===== config.mk =====
export PLATFORM = sky130hd
export DESIGN_NAME = bip_fwd_recursion
export DESIGN_NICKNAME = d
export VERILOG_FILES = /design/src/rtl/bip_pkg.sv /design/src/rtl/bip_ctrl.sv /design/src/rtl/bip_add_array.sv /design/src/rtl/bip_select_array.sv /design/src/rtl/bip_delay_line.sv /design/src/rtl/bip_fwd_recursion.sv
export SDC_FILE = /design/constraint.sdc
export NUM_CORES = 1
export LEC_CHECK = 0
export BUFFER_PORTS_ARGS = -buffer_cell sky130_fd_sc_hd__buf_2
export CORE_MARGIN = 10
export CORE_UTILIZATION = 64
export CTS_CLUSTER_DIAMETER = 40
export DETAILED_ROUTE_END_ITERATION = 8
export GPL_TIMING_DRIVEN = 0
export PLACE_DENSITY = 0.83
export SYNTH_ARGS = -nofsm -noshare
export SYNTH_HDL_FRONTEND = slang
export SYNTH_SLANG_ARGS = --single-unit

===== constraint.sdc =====
create_clock -name clk -period 8 [get_ports clk]
set_input_delay 0.8 -clock clk [delete_from_list [all_inputs] [get_ports clk]]
set_output_delay 0.8 -clock clk [all_outputs]
set_load 0.02 [all_outputs]

===== src/rtl/bip_pkg.sv =====
package bip_pkg;

    typedef enum logic [1:0] {
        PH_IDLE = 2'd0,
        PH_WARM = 2'd1,
        PH_MAIN = 2'd2
    } phase_e;

    localparam int CORR_IDX_MAX = 7;

    // correction term, scale 1/4, indexed by the clipped metric gap
    function automatic logic [2:0] corr_lookup(input logic [2:0] idx);
        logic [2:0] r;
        unique case (idx)
            3'd0:             r = 3'd3;
            3'd1, 3'd2, 3'd3: r = 3'd2;
            default:          r = 3'd1;
        endcase
        return r;
    endfunction

    // predecessor of next state ns along branch br (br is the oldest state bit)
    function automatic logic [1:0] pred_state(input logic [1:0] ns, input logic br);
        return {ns[0], br};
    endfunction

    // codeword {u,p} on that branch
    function automatic logic [1:0] pred_code(input logic [1:0] ns, input logic br);
        logic u;
        logic p;
        u = ns[1] ^ ns[0] ^ br;
        p = ns[1] ^ br;
        return {u, p};
    endfunction

endpackage


===== src/rtl/bip_ctrl.sv =====
module bip_ctrl
    import bip_pkg::*;
#(
    parameter int M = 2,
    parameter int L = 4,
    parameter int S = 8,
    localparam int TW = (M > 1) ? $clog2(M) : 1,
    localparam int CW = $clog2(((L > S) ? L : S) + 1)
) (
    input  logic          clk,
    input  logic          rst_n,
    input  logic          start,
    output logic          sec_act,
    output logic [TW-1:0] sec_slot,
    output logic          sec_warm,
    output logic          sec_first
);

    phase_e        state_q, state_d, cur_ph;
    logic [TW-1:0] slot_q, slot_d;
    logic [CW-1:0] step_q, step_d;
    logic          slot_last, step_last;

    always_ff @(posedge clk or negedge rst_n) begin
        if (!rst_n) begin
            state_q <= PH_IDLE;
            slot_q  <= '0;
            step_q  <= '0;
        end else begin
            state_q <= state_d;
            slot_q  <= slot_d;
            step_q  <= step_d;
        end
    end

    always_comb begin
        cur_ph = state_q;
        if (state_q == PH_IDLE && start) begin
            if (M > 1) cur_ph = PH_WARM;
            else       cur_ph = PH_MAIN;
        end
    end

    always_comb begin
        slot_last = (slot_q == TW'(M - 1));
        if (cur_ph == PH_WARM) step_last = (step_q == CW'(L - 1));
        else                   step_last = (step_q == CW'(S - 1));
    end

    always_comb begin
        state_d = state_q;
        slot_d  = slot_q;
        step_d  = step_q;
        unique case (cur_ph)
            PH_IDLE: begin
                state_d = PH_IDLE;
            end
            PH_WARM, PH_MAIN: begin
                state_d = cur_ph;
                if (slot_last) begin
                    slot_d = '0;
                    if (step_last) begin
                        step_d = '0;
                        if (cur_ph == PH_WARM) state_d = PH_MAIN;
                        else                   state_d = PH_IDLE;
                    end else begin
                        step_d = step_q + CW'(1);
                    end
                end else begin
                    slot_d = slot_q + TW'(1);
                end
            end
            default: begin
                state_d = PH_IDLE;
                slot_d  = '0;
                step_d  = '0;
            end
        endcase
    end

    always_comb begin
        sec_act   = (cur_ph != PH_IDLE);
        sec_warm  = (cur_ph == PH_WARM);
        sec_first = (step_q == '0);
        sec_slot  = slot_q;
    end

endmodule


===== src/rtl/bip_add_array.sv =====
module bip_add_array
    import bip_pkg::*;
#(
    parameter int W  = 10,
    parameter int BW = 8,
    localparam int SW = W + 2
) (
    input  logic [4*W-1:0]  metric_in,
    input  logic [4*BW-1:0] gamma_in,
    output logic [8*SW-1:0] cand
);

    for (genvar ns = 0; ns < 4; ns++) begin : g_ns
        for (genvar br = 0; br < 2; br++) begin : g_br
            localparam int PS = int'(pred_state(2'(ns), 1'(br)));
            localparam int PC = int'(pred_code(2'(ns), 1'(br)));
            assign cand[(ns*2+br)*SW +: SW] =
                SW'(metric_in[PS*W +: W]) + SW'(gamma_in[PC*BW +: BW]);
        end
    end

endmodule


===== src/rtl/bip_select_array.sv =====
module bip_select_array
    import bip_pkg::*;
#(
    parameter int W = 10,
    localparam int SW   = W + 2,
    localparam int MAXV = (2 ** W) - 1,
    localparam int HALF = 2 ** (W - 1)
) (
    input  logic [8*SW-1:0] cand,
    output logic [4*W-1:0]  metric_out
);

    logic [4*W-1:0] clip_vec;

    for (genvar ns = 0; ns < 4; ns++) begin : g_ns
        logic [SW-1:0] ca, cb, hi, gap, tot;
        logic [2:0]    idx;
        logic [W-1:0]  clip;

        assign ca = cand[(ns*2)*SW +: SW];
        assign cb = cand[(ns*2+1)*SW +: SW];

        always_comb begin
            if (ca >= cb) begin
                hi  = ca;
                gap = ca - cb;
            end else begin
                hi  = cb;
                gap = cb - ca;
            end
            idx  = (gap > SW'(CORR_IDX_MAX)) ? 3'(CORR_IDX_MAX) : gap[2:0];
            tot  = hi + SW'(corr_lookup(idx));
            clip = (tot > SW'(MAXV)) ? W'(MAXV) : tot[W-1:0];
        end

        assign clip_vec[ns*W +: W] = clip;
    end

    logic [W-1:0] ref0, v;
    logic         shift;

    always_comb begin
        ref0       = clip_vec[W-1:0];
        shift      = (ref0 > W'(HALF));
        metric_out = '0;
        v          = '0;
        for (int i = 0; i < 4; i++) begin
            v = clip_vec[i*W +: W];
            if (!shift)        metric_out[i*W +: W] = v;
            else if (v > ref0) metric_out[i*W +: W] = v - ref0;
            else               metric_out[i*W +: W] = '0;
        end
    end

endmodule


===== src/rtl/bip_delay_line.sv =====
module bip_delay_line #(
    parameter int D  = 0,
    parameter int WD = 40
) (
    input  logic          clk,
    input  logic          rst_n,
    input  logic [WD-1:0] din,
    output logic [WD-1:0] dout
);

    if (D == 0) begin : g_wire
        assign dout = din;
    end else begin : g_regs
        logic [WD-1:0] pipe [D];
        always_ff @(posedge clk or negedge rst_n) begin
            if (!rst_n) begin
                for (int i = 0; i < D; i++) pipe[i] <= '0;
            end else begin
                pipe[0] <= din;
                for (int i = 1; i < D; i++) pipe[i] <= pipe[i-1];
            end
        end
        assign dout = pipe[D-1];
    end

endmodule


===== src/rtl/bip_fwd_recursion.sv =====
module bip_fwd_recursion
    import bip_pkg::*;
#(
    parameter int M          = 2,
    parameter int L          = 4,
    parameter int S          = 8,
    parameter int W          = 10,
    parameter int BW         = 8,
    parameter int START_BIAS = 64,
    localparam int TW = (M > 1) ? $clog2(M) : 1,
    localparam int SW = W + 2,
    localparam int P  = (M > 1) ? 2 : 1,
    localparam int DL = M - P
) (
    input  logic            clk,
    input  logic            rst_n,
    input  logic            start,
    input  logic [4*BW-1:0] gamma,
    output logic            out_valid,
    output logic [TW-1:0]   out_tag,
    output logic            out_final,
    output logic [4*W-1:0]  out_metric
);

    logic          sec_act, sec_warm, sec_first;
    logic [TW-1:0] sec_slot;
    logic          fresh_known, fresh_zero, live;
    logic [4*W-1:0]  fb, src, nxt;
    logic [8*SW-1:0] cand, sel_in;
    logic            sb_live, sb_fin;
    logic [TW-1:0]   sb_tag;
    logic            valid_q, fin_q;
    logic [TW-1:0]   tag_q;
    logic [4*W-1:0]  metric_q;

    bip_ctrl #(.M(M), .L(L), .S(S)) u_ctrl (
        .clk      (clk),
        .rst_n    (rst_n),
        .start    (start),
        .sec_act  (sec_act),
        .sec_slot (sec_slot),
        .sec_warm (sec_warm),
        .sec_first(sec_first)
    );

    always_comb begin
        fresh_known = sec_act && !sec_warm && sec_first && (sec_slot == '0);
        fresh_zero  = sec_act && sec_warm && sec_first;
        live        = sec_act && !(sec_warm && (sec_slot == '0));
        src         = fb;
        if (fresh_known) begin
            src        = '0;
            src[W-1:0] = W'(START_BIAS);
        end else if (fresh_zero) begin
            src = '0;
        end
    end

    bip_add_array #(.W(W), .BW(BW)) u_add (
        .metric_in(src),
        .gamma_in (gamma),
        .cand     (cand)
    );

    if (P == 2) begin : g_two
        logic [8*SW-1:0] s1_cand;
        logic            s1_live, s1_fin;
        logic [TW-1:0]   s1_tag;
        always_ff @(posedge clk or negedge rst_n) begin
            if (!rst_n) begin
                s1_cand <= '0;
                s1_live <= 1'b0;
                s1_fin  <= 1'b0;
                s1_tag  <= '0;
            end else begin
                s1_cand <= cand;
                s1_live <= live;
                s1_fin  <= !sec_warm;
                s1_tag  <= sec_slot;
            end
        end
        assign sel_in  = s1_cand;
        assign sb_live = s1_live;
        assign sb_fin  = s1_fin;
        assign sb_tag  = s1_tag;
    end else begin : g_one
        assign sel_in  = cand;
        assign sb_live = live;
        assign sb_fin  = !sec_warm;
        assign sb_tag  = sec_slot;
    end

    bip_select_array #(.W(W)) u_sel (
        .cand      (sel_in),
        .metric_out(nxt)
    );

    always_ff @(posedge clk or negedge rst_n) begin
        if (!rst_n) begin
            valid_q  <= 1'b0;
            fin_q    <= 1'b0;
            tag_q    <= '0;
            metric_q <= '0;
        end else begin
            valid_q  <= sb_live;
            fin_q    <= sb_fin;
            tag_q    <= sb_tag;
            metric_q <= nxt;
        end
    end

    bip_delay_line #(.D(DL), .WD(4*W)) u_loop (
        .clk  (clk),
        .rst_n(rst_n),
        .din  (metric_q),
        .dout (fb)
    );

    assign out_valid  = valid_q;
    assign out_tag    = tag_q;
    assign out_final  = fin_q;
    assign out_metric = metric_q;

endmodule


# [Yosys cells after proc, flatten, opt, wreduce, memory -nomap -nowiden]
# Index checks and enable logic that the tools add are counted.
[word_totals] in_bits=35 word_cells=138 register_bits=149
[op_classes] n_eq_ne=17 mux=41 add_sub_neg=26 bitwise_logic=2 n_reduce_logical=24 magnitude_cmp=17
[op_table] cell="10-bit two-way mux" n=12
[op_table] cell="12-bit two-way mux" n=8
[op_table] cell="12-bit subtractor" n=8
[op_table] cell="10-bit by 8-bit adder with 11-bit output" n=8
[op_table] cell="40-bit two-way mux" n=2
[op_table] cell="12-bit by 2-bit adder with 12-bit output" n=4
[op_table] cell="12-bit greater-or-equal comparator" n=4
[op_table] cell="12-bit by 10-bit greater-than comparator with 1-bit output (second input constant)" n=4
[op_table] cell="12-bit by 3-bit greater-than comparator with 1-bit output (second input constant)" n=4
[op_table] cell="10-bit greater-than comparator" n=4
[op_table] cell="10-bit subtractor" n=4
[op_table] cell="3-bit by 2-bit == test with 1-bit output (second input constant)" n=8
[op_table] cell="2-bit case mux with 2 select lines" n=4
[op_table] cell="3-bit by 1-bit == test with 1-bit output (second input constant)" n=4
[op_table] cell="3-bit logical NOT" n=4
[op_table] cell="3-bit two-way mux" n=4
[op_table] cell="3-bit OR reduction" n=4
[op_table] cell="10-bit greater-than comparator (second input constant)" n=1
[op_table] cell="2-bit two-way mux" n=5
[op_table] cell="1-bit logical AND" n=8
[op_table] cell="4-bit two-way mux" n=2
[op_table] cell="4-bit case mux with 2 select lines" n=1
[op_table] cell="4-bit by 1-bit adder with 4-bit output (second input constant)" n=1
[op_table] cell="4-bit by 2-bit == test with 1-bit output (second input constant)" n=1
[op_table] cell="14 further kinds" n=18

# [Logic depth before layout (Yosys ltp)]
# Gate-level depths: netlist of the first run.
[logic_depth] word_depth=13 depth_mapped=38

# [Cells and area by module]
# A second synthesis of the first run with hierarchy kept.
[hier_totals] hier_cells=1889 hier_area_um2=16236.8
[modules_own_cells] mod="bip_select_array" cells_each=1216 instances=1 seq_area_each_um2=0.0 area_per_inst_um2=8485.6
[modules_own_cells] mod="bip_fwd_recursion" cells_each=195 instances=1 seq_area_each_um2=3553.4 area_per_inst_um2=3996.3
[modules_own_cells] mod="bip_add_array" cells_each=394 instances=1 seq_area_each_um2=0.0 area_per_inst_um2=3014.1
[modules_own_cells] mod="bip_ctrl" cells_each=44 instances=1 seq_area_each_um2=175.2 area_per_inst_um2=440.4
[modules_own_cells] mod="bip_delay_line" cells_each=40 instances=1 seq_area_each_um2=0.0 area_per_inst_um2=300.3

# [Worst setup path after synthesis of the first run]
# Ideal clock, no wire load.
[synth_timing] path_type="register to register" from="register g_two.s1_cand[0]" to="register metric_q[37] (netlist: out_metric[37])" setup_ps=120 path_slack_ps=1005 path_stages_with_launch=38 path_buffers=4 t_required_ps=7880 period_less_slack_ps=6995 arrival_ps=6875 cell_sequence="dfrtp_1 > inv_1 > ha_1 > inv_1 > fa_1 > a21o_1 > a211oi_2 > o31ai_4 > nor2_1 > buf_2 > nand2_1 > o31ai_1 > o221ai_1 > a21oi_1 > xor2_1 > nand4_1 > nor3_1 > nand2_1 > [... 2 more ...] > buf_4 > nand3_1 > nor3_1 > a31o_1 > nor3_2 > or2_1 > or2_1 > clkbuf_1 > inv_1 > ha_1 > nand4_1 > nor4_1 > a41oi_1 > o211ai_1 > nand2_1 > buf_2 > a32oi_1 > nor2_1"
[synth_between] elab_chain_cells=13
[synth_rtl] element="start, declared" line="bip_fwd_recursion.sv:66" source="logic [8*SW-1:0] s1_cand;"
[synth_rtl] element="start signal, assigned" line="bip_fwd_recursion.sv:76" source="s1_cand <= cand;"
[synth_rtl] element="12-bit subtractor, or another cell as far along" line="bip_select_array.sv:29" source="gap = cb - ca;"
[synth_rtl] element="12-bit two-way mux" line="bip_select_array.sv:24" source="if (ca >= cb) begin"
[synth_rtl] element="12-bit by 3-bit greater-than comparator with 1-bit output" line="bip_select_array.sv:31" source="idx = (gap > SW'(CORR_IDX_MAX)) ? 3'(CORR_IDX_MAX) : gap[2:0];"
[synth_rtl] element="3-bit two-way mux" line="bip_select_array.sv:31"
[synth_rtl] element="3-bit by 1-bit == test with 1-bit output or 3-bit by 2-bit == test with 1-bit output (tied branches)" line="bip_pkg.sv:14" source="unique case (idx)"
[synth_rtl] element="3-bit OR reduction" line="bip_pkg.sv:14"
[synth_rtl] element="2-bit case mux with 2 select lines" line="bip_pkg.sv:14"
[synth_rtl] element="12-bit by 2-bit adder with 12-bit output (*)" line="bip_select_array.sv:32" source="tot = hi + SW'(corr_lookup(idx));"
[synth_rtl] element="12-bit by 10-bit greater-than comparator with 1-bit output" line="bip_select_array.sv:33" source="clip = (tot > SW'(MAXV)) ? W'(MAXV) : tot[W-1:0];"
[synth_rtl] element="10-bit two-way mux (*)" line="bip_select_array.sv:33"
[synth_rtl] element="10-bit subtractor or 10-bit greater-than comparator (tied branches)" line="bip_select_array.sv:50" source="else if (v > ref0) metric_out[i*W +: W] = v - ref0;"
[synth_rtl] element="10-bit two-way mux" line="bip_select_array.sv:50"
[synth_rtl] element="10-bit two-way mux (*)" line="bip_select_array.sv:49" source="if (!shift) metric_out[i*W +: W] = v;"
[synth_rtl] element="named net nxt[37]" line="bip_fwd_recursion.sv:28" source="logic [4*W-1:0] fb, src, nxt;"
[synth_rtl] element="end signal, assigned" line="bip_fwd_recursion.sv:108" source="metric_q <= nxt;"
[synth_rtl] element="end, declared" line="bip_fwd_recursion.sv:34" source="logic [4*W-1:0] metric_q;"
# The timed path passes the listed nets; every way through them passes the cells marked *.
# A chain may end at the register's enable or synchronous reset.

# [Final worst setup path of the first run]
[layout_timing] from="register g_two.s1_cand[5]" to="register metric_q[38] (netlist: out_metric[38])"
# Same word-level chain as after synthesis.

==> results of run 1 <==
final cells by class:
type                       instances  area [um2]  area share [%]
buffer                            38         180            1.08
antenna                            1        2.50          0.0150
multi-input combinational       1373       10600            64.0
clock inverter                    15         163           0.978
tap                              313         392            2.35
timing repair buffer              91         542            3.26
clock buffer                      17         425            2.56
inverter                         202         758            4.56
sequential                       141        3530            21.2
flip-flops by register name, indices dropped and copies added (netlist names):
name and count:
out_metric 40, g_two.s1_tag 1, out_tag 1, g_two.s1_live 1, g_two.s1_cand 88, u_ctrl.state_q 2
out_valid 1, u_ctrl.sec_slot 1, g_two.s1_fin 1, u_ctrl.step_q 4, out_final 1
metal layers:
layer  GRT usage, %  wire length, um
met2           46.2            20200
met4           9.82             1320
met1           35.3            18000
met5              0               12
met3           5.38             3400
per-stage QoR:
stage,setup TNS [ns],instance area (um2),hold WS (ns),setup slack [ns],instances
6_report,0,16600,0.311,0.395,2191
3_3_place_gp,-6.17,15700,0.337,-0.550,2149
4_1_cts,0,16300,0.320,0.0115,2181
3_5_place_dp,-7.24,15700,0.338,-0.615,2150
2_1_floorplan,0,14900,0.331,1.00,1759
5_1_grt,-0.267,16600,0.339,-0.0578,2190
kinds of logic after synthesis:
family	synth area share, %
compound gates	22.2
simple gates	15.3
buf+inv	6.34
fa+ha+maj	19.0
xor+xnor	9.93
flops	23.7
mux	3.57
worst min-delay path by stage:
stage / to / slack (ns) / cells after the start
2_1_floorplan: out_final$_DFF_PN0_ / 0.33 / 0
3_3_place_gp: out_tag$_DFF_PN0_ / 0.34 / 0
3_5_place_dp: out_tag$_DFF_PN0_ / 0.34 / 0
4_1_cts: g_two.s1_cand[92]$_DFF_PN0_ / 0.32 / 1
5_1_grt: g_two.s1_cand[74]$_DFF_PN0_ / 0.34 / 1
6_report: g_two.s1_cand[92]$_DFF_PN0_ / 0.31 / 1
timing repair:
action,in CTS,in global routing
pin swaps,0,10
setup buffers,0,13
resized for setup,12,41
endpoints found under the setup margin,25,30
cells in the final DEF (no fill, tap or decap), types with 12 or more instances in the layout:
cell       netlist  layout
nand3_1         46      46
nand4_1         25      25
and2_1          33      33
nor3_1          30      27
a21oi_1        136     135
a21o_1          83      82
nor2b_1         19      19
xnor2_1        127     127
buf_2           11      84
inv_1          199     199
nor2_1          91      87
clkbuf_16        0      17
a31oi_1         12      12
buf_4            3      16
nand2_1        129     128
o21bai_1        27      27
a22o_1          15      15
o21ai_0         72      72
o21ai_1         18      16
and4_1          14      14
a211oi_1        13      13
mux2i_1         37      36
o211ai_1        16      16
clkbuf_1        29      20
xor2_1          42      42
ha_1           189     189
dfrtp_1        141     140
fa_1            22      22
critical path, delay by kind of cell (launching register included):
| kind | cells | cell delay (ns) |
|---|---|---|
| buffers and inverters | 5 | 0.95 |
| and+or+nand+nor | 10 | 1.96 |
| adders and majority gates | 4 | 1.19 |
| DFF | 1 | 0.44 |
| AOI/OAI and AO/OA | 12 | 2.57 |
| xor gates and xnor gates | 2 | 0.36 |
==> results.json, run 1 <==
{
  "run_status": "finished, final reports clean",
  "io_pins": 78,
  "crit_start": "g_two.s1_cand[5]$_DFF_PN0_",
  "end_kind": "flop",
  "slew_headroom_pct": 26.4,
  "r2r-end": "out_metric[38]$_DFF_PN0_",
  "gp_congestion": 0.967,
  "chipWidth_um": 173,
  "vias": 13698,
  "drive_gt1_share_pct": 11.4,
  "clock_latency_ns": 0.44,
  "setup_viol": 0,
  "postSynthRegisterBits": 141,
  "postSynthCellCount": 1759,
  "rrSetupSlack_ns": 0.40,
  "grt_max_degree": 95,
  "cts_sinks": 141,
  "cp-start-kind": "flop",
  "slew_viol_final": 0,
  "wl_mm": 43.0,
  "yosysMostFrequentCell": "inv_1",
  "synthTopCellsByCount": "inv_1 (199), ha_1 (189), dfrtp_1 (141)",
  "die_h_um": 173,
  "tritoncts": "yes",
  "synth_nets": 2005,
  "fin_util_pct": 73.0,
  "holdBufCountCts": 0,
  "syn_area_um2": 14900,
  "htreeDepth": 4,
  "start_util_pct": 65.4,
  "critical_path_required_ns": 8.32,
  "grt_pass1_wl_mm": 69.0,
  "final_nets": 2110,
  "regToRegStartpoint": "g_two.s1_cand[5]$_DFF_PN0_",
  "postRouteAntennaNets": 0,
  "synthFlopType": "dfrtp_1",
  "rr_worst_depth": 33,
  "port_buffers": 77,
  "crit_fanout": 10,
  "synthArstFlopShare_pct": 100,
  "nFillCells": 1743,
  "clk_pin_slew_ns": 0.06,
  "drtIter0Drc": 1300,
  "remaining_drc_errors": 0,
  "drv_cap": 0,
  "ys_types": 90,
  "grt_pass1_vias": 13478,
  "tightest_slew_ns": 1.10,
  "wl_per_cell_um": 19.6,
  "synth.area.top_cells": "dfrtp_1 (24%), ha_1 (16%), xnor2_1 (7.5%)",
  "grt_usage_pct": 27.8,
  "cts-root-buf": "clkbuf_16",
  "core-area_um2": 22800,
  "seq_area_frac_synth_pct": 23.7,
  "crit_type": "flop to flop",
  "clk_path_buf_depth": 2,
  "synth_top_area_cell": "dfrtp_1",
  "min_path_type": "primary input to async pin",
  "die_area_um2": 29800,
  "finalCriticalPeriod_ns": 7.60,
  "yosysWarnings": 0,
  "area_delta_synth_final_pct": 11.6,
  "num_rows": 55,
  "drtPass1Iterations": 5,
  "max_stage_delay_ns": 0.55,
  "place_hpwl_mm": 33.7,
  "cp.arrival_ns": 7.92,
  "clock-skew-final_ns": 0.0121,
  "antenna_found_initial": 2,
  "finalHoldViolCount": 0,
  "cts_buffers": 17,
  "via_per_inst": 6.25,
  "slowest_stage": "nor3_4",
  "grt_overflow": 0,
  "fmax_ghz": 0.132,
  "crit_path_end": "out_metric[38]$_DFF_PN0_",
  "synth-edff-count": 0,
  "finalCritPeriodShare_pct": 95.1,
  "synth_top_area_share_pct": 23.7,
  "syn_avg_cell_area_um2": 8.47
}
Power of run 1 is left out: the tool's default activity adds up to more than one toggle a clock period on the data nets, which glitch-free logic cannot reach.
==> run 2, diff against run 1 <==
--- a/config.mk
+++ b/config.mk
@@ -6,12 +6,14 @@
 export NUM_CORES = 1
 export LEC_CHECK = 0
 export BUFFER_PORTS_ARGS = -buffer_cell sky130_fd_sc_hd__buf_2
+export CORE_ASPECT_RATIO = 2
 export CORE_MARGIN = 10
-export CORE_UTILIZATION = 64
+export CORE_UTILIZATION = 65
+export CTS_BUF_LIST = sky130_fd_sc_hd__clkbuf_8
 export CTS_CLUSTER_DIAMETER = 40
 export DETAILED_ROUTE_END_ITERATION = 8
 export GPL_TIMING_DRIVEN = 0
-export PLACE_DENSITY = 0.83
+export PLACE_DENSITY = 0.84
 export SYNTH_ARGS = -nofsm -noshare
 export SYNTH_HDL_FRONTEND = slang
 export SYNTH_SLANG_ARGS = --single-unit
==> run 2 against run 1 <==
Effect of this change: global-route usage is 2.9 points higher; largest cell class unchanged; core utilization shrank 0.25 points; register-to-register slack lost 0.11 ns; sequential cell count unchanged; critical path depth is 2 lower; via count grew 0.57%; cell count down 0.87%; highest routed layer is now met4; setup slack lost 0.11 ns; maximum frequency shrank 1.4%; first-iteration DRC count shrank 39%; worst hold slack got worse by 0.048 ns; design area is 0.93% lower.
==> results.json, run 2 (synthesis results as in run 1) <==
{
  "fmax_ghz": 0.130,
  "clk_pin_slew_ns": 0.10,
  "tightest_slew_ns": 1.28,
  "num_rows": 78,
  "min_path_type": "primary input to async pin",
  "crit_start": "g_two.s1_cand[56]$_DFF_PN0_",
  "grt_pass1_wl_mm": 72.1,
  "grt_max_degree": 88,
  "cts-root-buf": "clkbuf_8",
  "critPathMostFrequentCell": "nand2_1",
  "crit_fanout": 10,
  "die_area_um2": 29800,
  "finalCriticalPeriod_ns": 7.71,
  "chipWidth_um": 127,
  "drv_cap": 0,
  "grt_pass1_vias": 14314,
  "slew_headroom_pct": 14.2,
  "r2r-end": "out_metric[29]$_DFF_PN0_",
  "largest_reg_flops": 88,
  "end_kind": "flop",
  "port_buffers": 77,
  "finalHoldViolCount": 0,
  "core-area_um2": 22600,
  "final_cell_mix": "inv_1 (200), ha_1 (189), dfrtp_1 (140), a21oi_1 (134), nand2_1 (128)",
  "rr_worst_depth": 31,
  "clk_path_buf_depth": 2,
  "htreeDepth": 4,
  "run_status": "finished, final reports clean",
  "wl_mm": 46.3,
  "cts_sinks": 141,
  "setup_ws_ns": 0.285,
  "cts_buffers": 17,
  "crit_path_end": "out_metric[29]$_DFF_PN0_",
  "rrSetupSlack_ns": 0.29,
  "io_pins": 78,
  "drtPass1Iterations": 5,
  "vias": 13776,
  "rsz0062_at_grt": "true",
  "drive_gt1_share_pct": 12.3,
  "finalCritPeriodShare_pct": 96.4,
  "n_antenna_cell": 0,
  "drtIter0Drc": 795,
  "pre_cts_ws_ns": -0.669,
  "wl_per_cell_um": 21.3,
  "start_util_pct": 65.8,
  "tritoncts": "yes",
  "area_delta_synth_final_pct": 10.6,
  "gp_congestion": 1.01,
  "crit_type": "flop to flop",
  "cp-start-kind": "flop",
  "setup_viol": 0,
  "cp.arrival_ns": 8.09,
  "clock_latency_ns": 0.50,
  "antenna_found_initial": 0,
  "die_h_um": 234,
  "remaining_drc_errors": 0,
  "critical_path_required_ns": 8.38,
  "final_common_cell": "inv_1",
  "regToRegStartpoint": "g_two.s1_cand[56]$_DFF_PN0_",
  "slew_viol_final": 0,
  "grt_usage_pct": 30.7,
  "max_stage_delay_ns": 0.48,
  "grt_overflow": 0,
  "postRouteAntennaNets": 0,
  "holdBufCountCts": 0,
  "top_register": "g_two.s1_cand",
  "slowest_stage": "a211oi_1",
  "clock-skew-final_ns": 0.0222,
  "place_hpwl_mm": 38.0,
  "via_per_inst": 6.34,
  "final_nets": 2125
}
## run 2: cell count changes in the layout (fill, tap and decap cells not counted), moves of 2 or more
cell and delta:
buf_12 -2, clkbuf_16 -17, buf_4 +15, fa_1 -2, clkbuf_8 +19, clkinv_4 -3, fa_2 +2
## run 2: cell type report
class / instances / area [um2]
Tap cell: 280 / 350
Sequential cell: 141 / 3530
Clock buffer: 19 / 262
Multi-Input combinational cell: 1373 / 10600
Clock inverter: 13 / 139
Fill cell: 1821 / 6160
Timing Repair Buffer: 103 / 607
Inverter: 202 / 758
Buffer: 41 / 196
## run 2: through the flow
step	area (um2)	hold WS (ns)	utilization [%]	setup TNS [ns]	instances
2_1_floorplan	14900	0.331	-	0	1759
3_3_place_gp	15600	0.345	69.1	-8.29	2116
3_5_place_dp	15700	0.346	69.2	-10.89	2117
4_1_cts	16100	0.261	71.2	0	2148
5_1_grt	16500	0.288	72.8	-0.117	2172
6_report	16500	0.262	72.8	0	2172
## run 2: what timing repair did
action	4_1_cts	5_1_grt
setup endpoints to repair	30	30
resized for setup	16	45
pin swaps	0	16
hold endpoints to repair	0	0
buffers inserted	0	25
## run 2: how the worst min path moves through the flow
| stage | end | slack [ns] | cells past startpoint |
|---|---|---|---|
| after detailed placement | out_valid$_DFF_PN0_ | 0.35 | 0 |
| final | g_two.s1_cand[93]$_DFF_PN0_ | 0.26 | 1 |
| after CTS | out_metric[32]$_DFF_PN0_ | 0.26 | 1 |
| after global routing | g_two.s1_cand[93]$_DFF_PN0_ | 0.29 | 1 |
| after floorplan | out_final$_DFF_PN0_ | 0.33 | 0 |
| after global placement | out_final$_DFF_PN0_ | 0.34 | 0 |
## run 2: per-layer routing
metal,track usage (%),wire length [um]
met5,0,0
met4,24.0,4030
met1,28.3,15700
met2,57.9,24500
met3,5.02,2060
## run 2: worst max-delay path: cells and delay by family, from the launching register on
kind	cells	cell delay (ns)
AO/OA/AOI/OAI	6	1.85
AND/OR/NAND/NOR	13	2.35
buffers and inverters	5	1.00
flip-flops	1	0.40
adder cells (fa/ha/maj)	4	1.11
multiplexers	3	0.90
Power of run 2 is left out for the same reason.
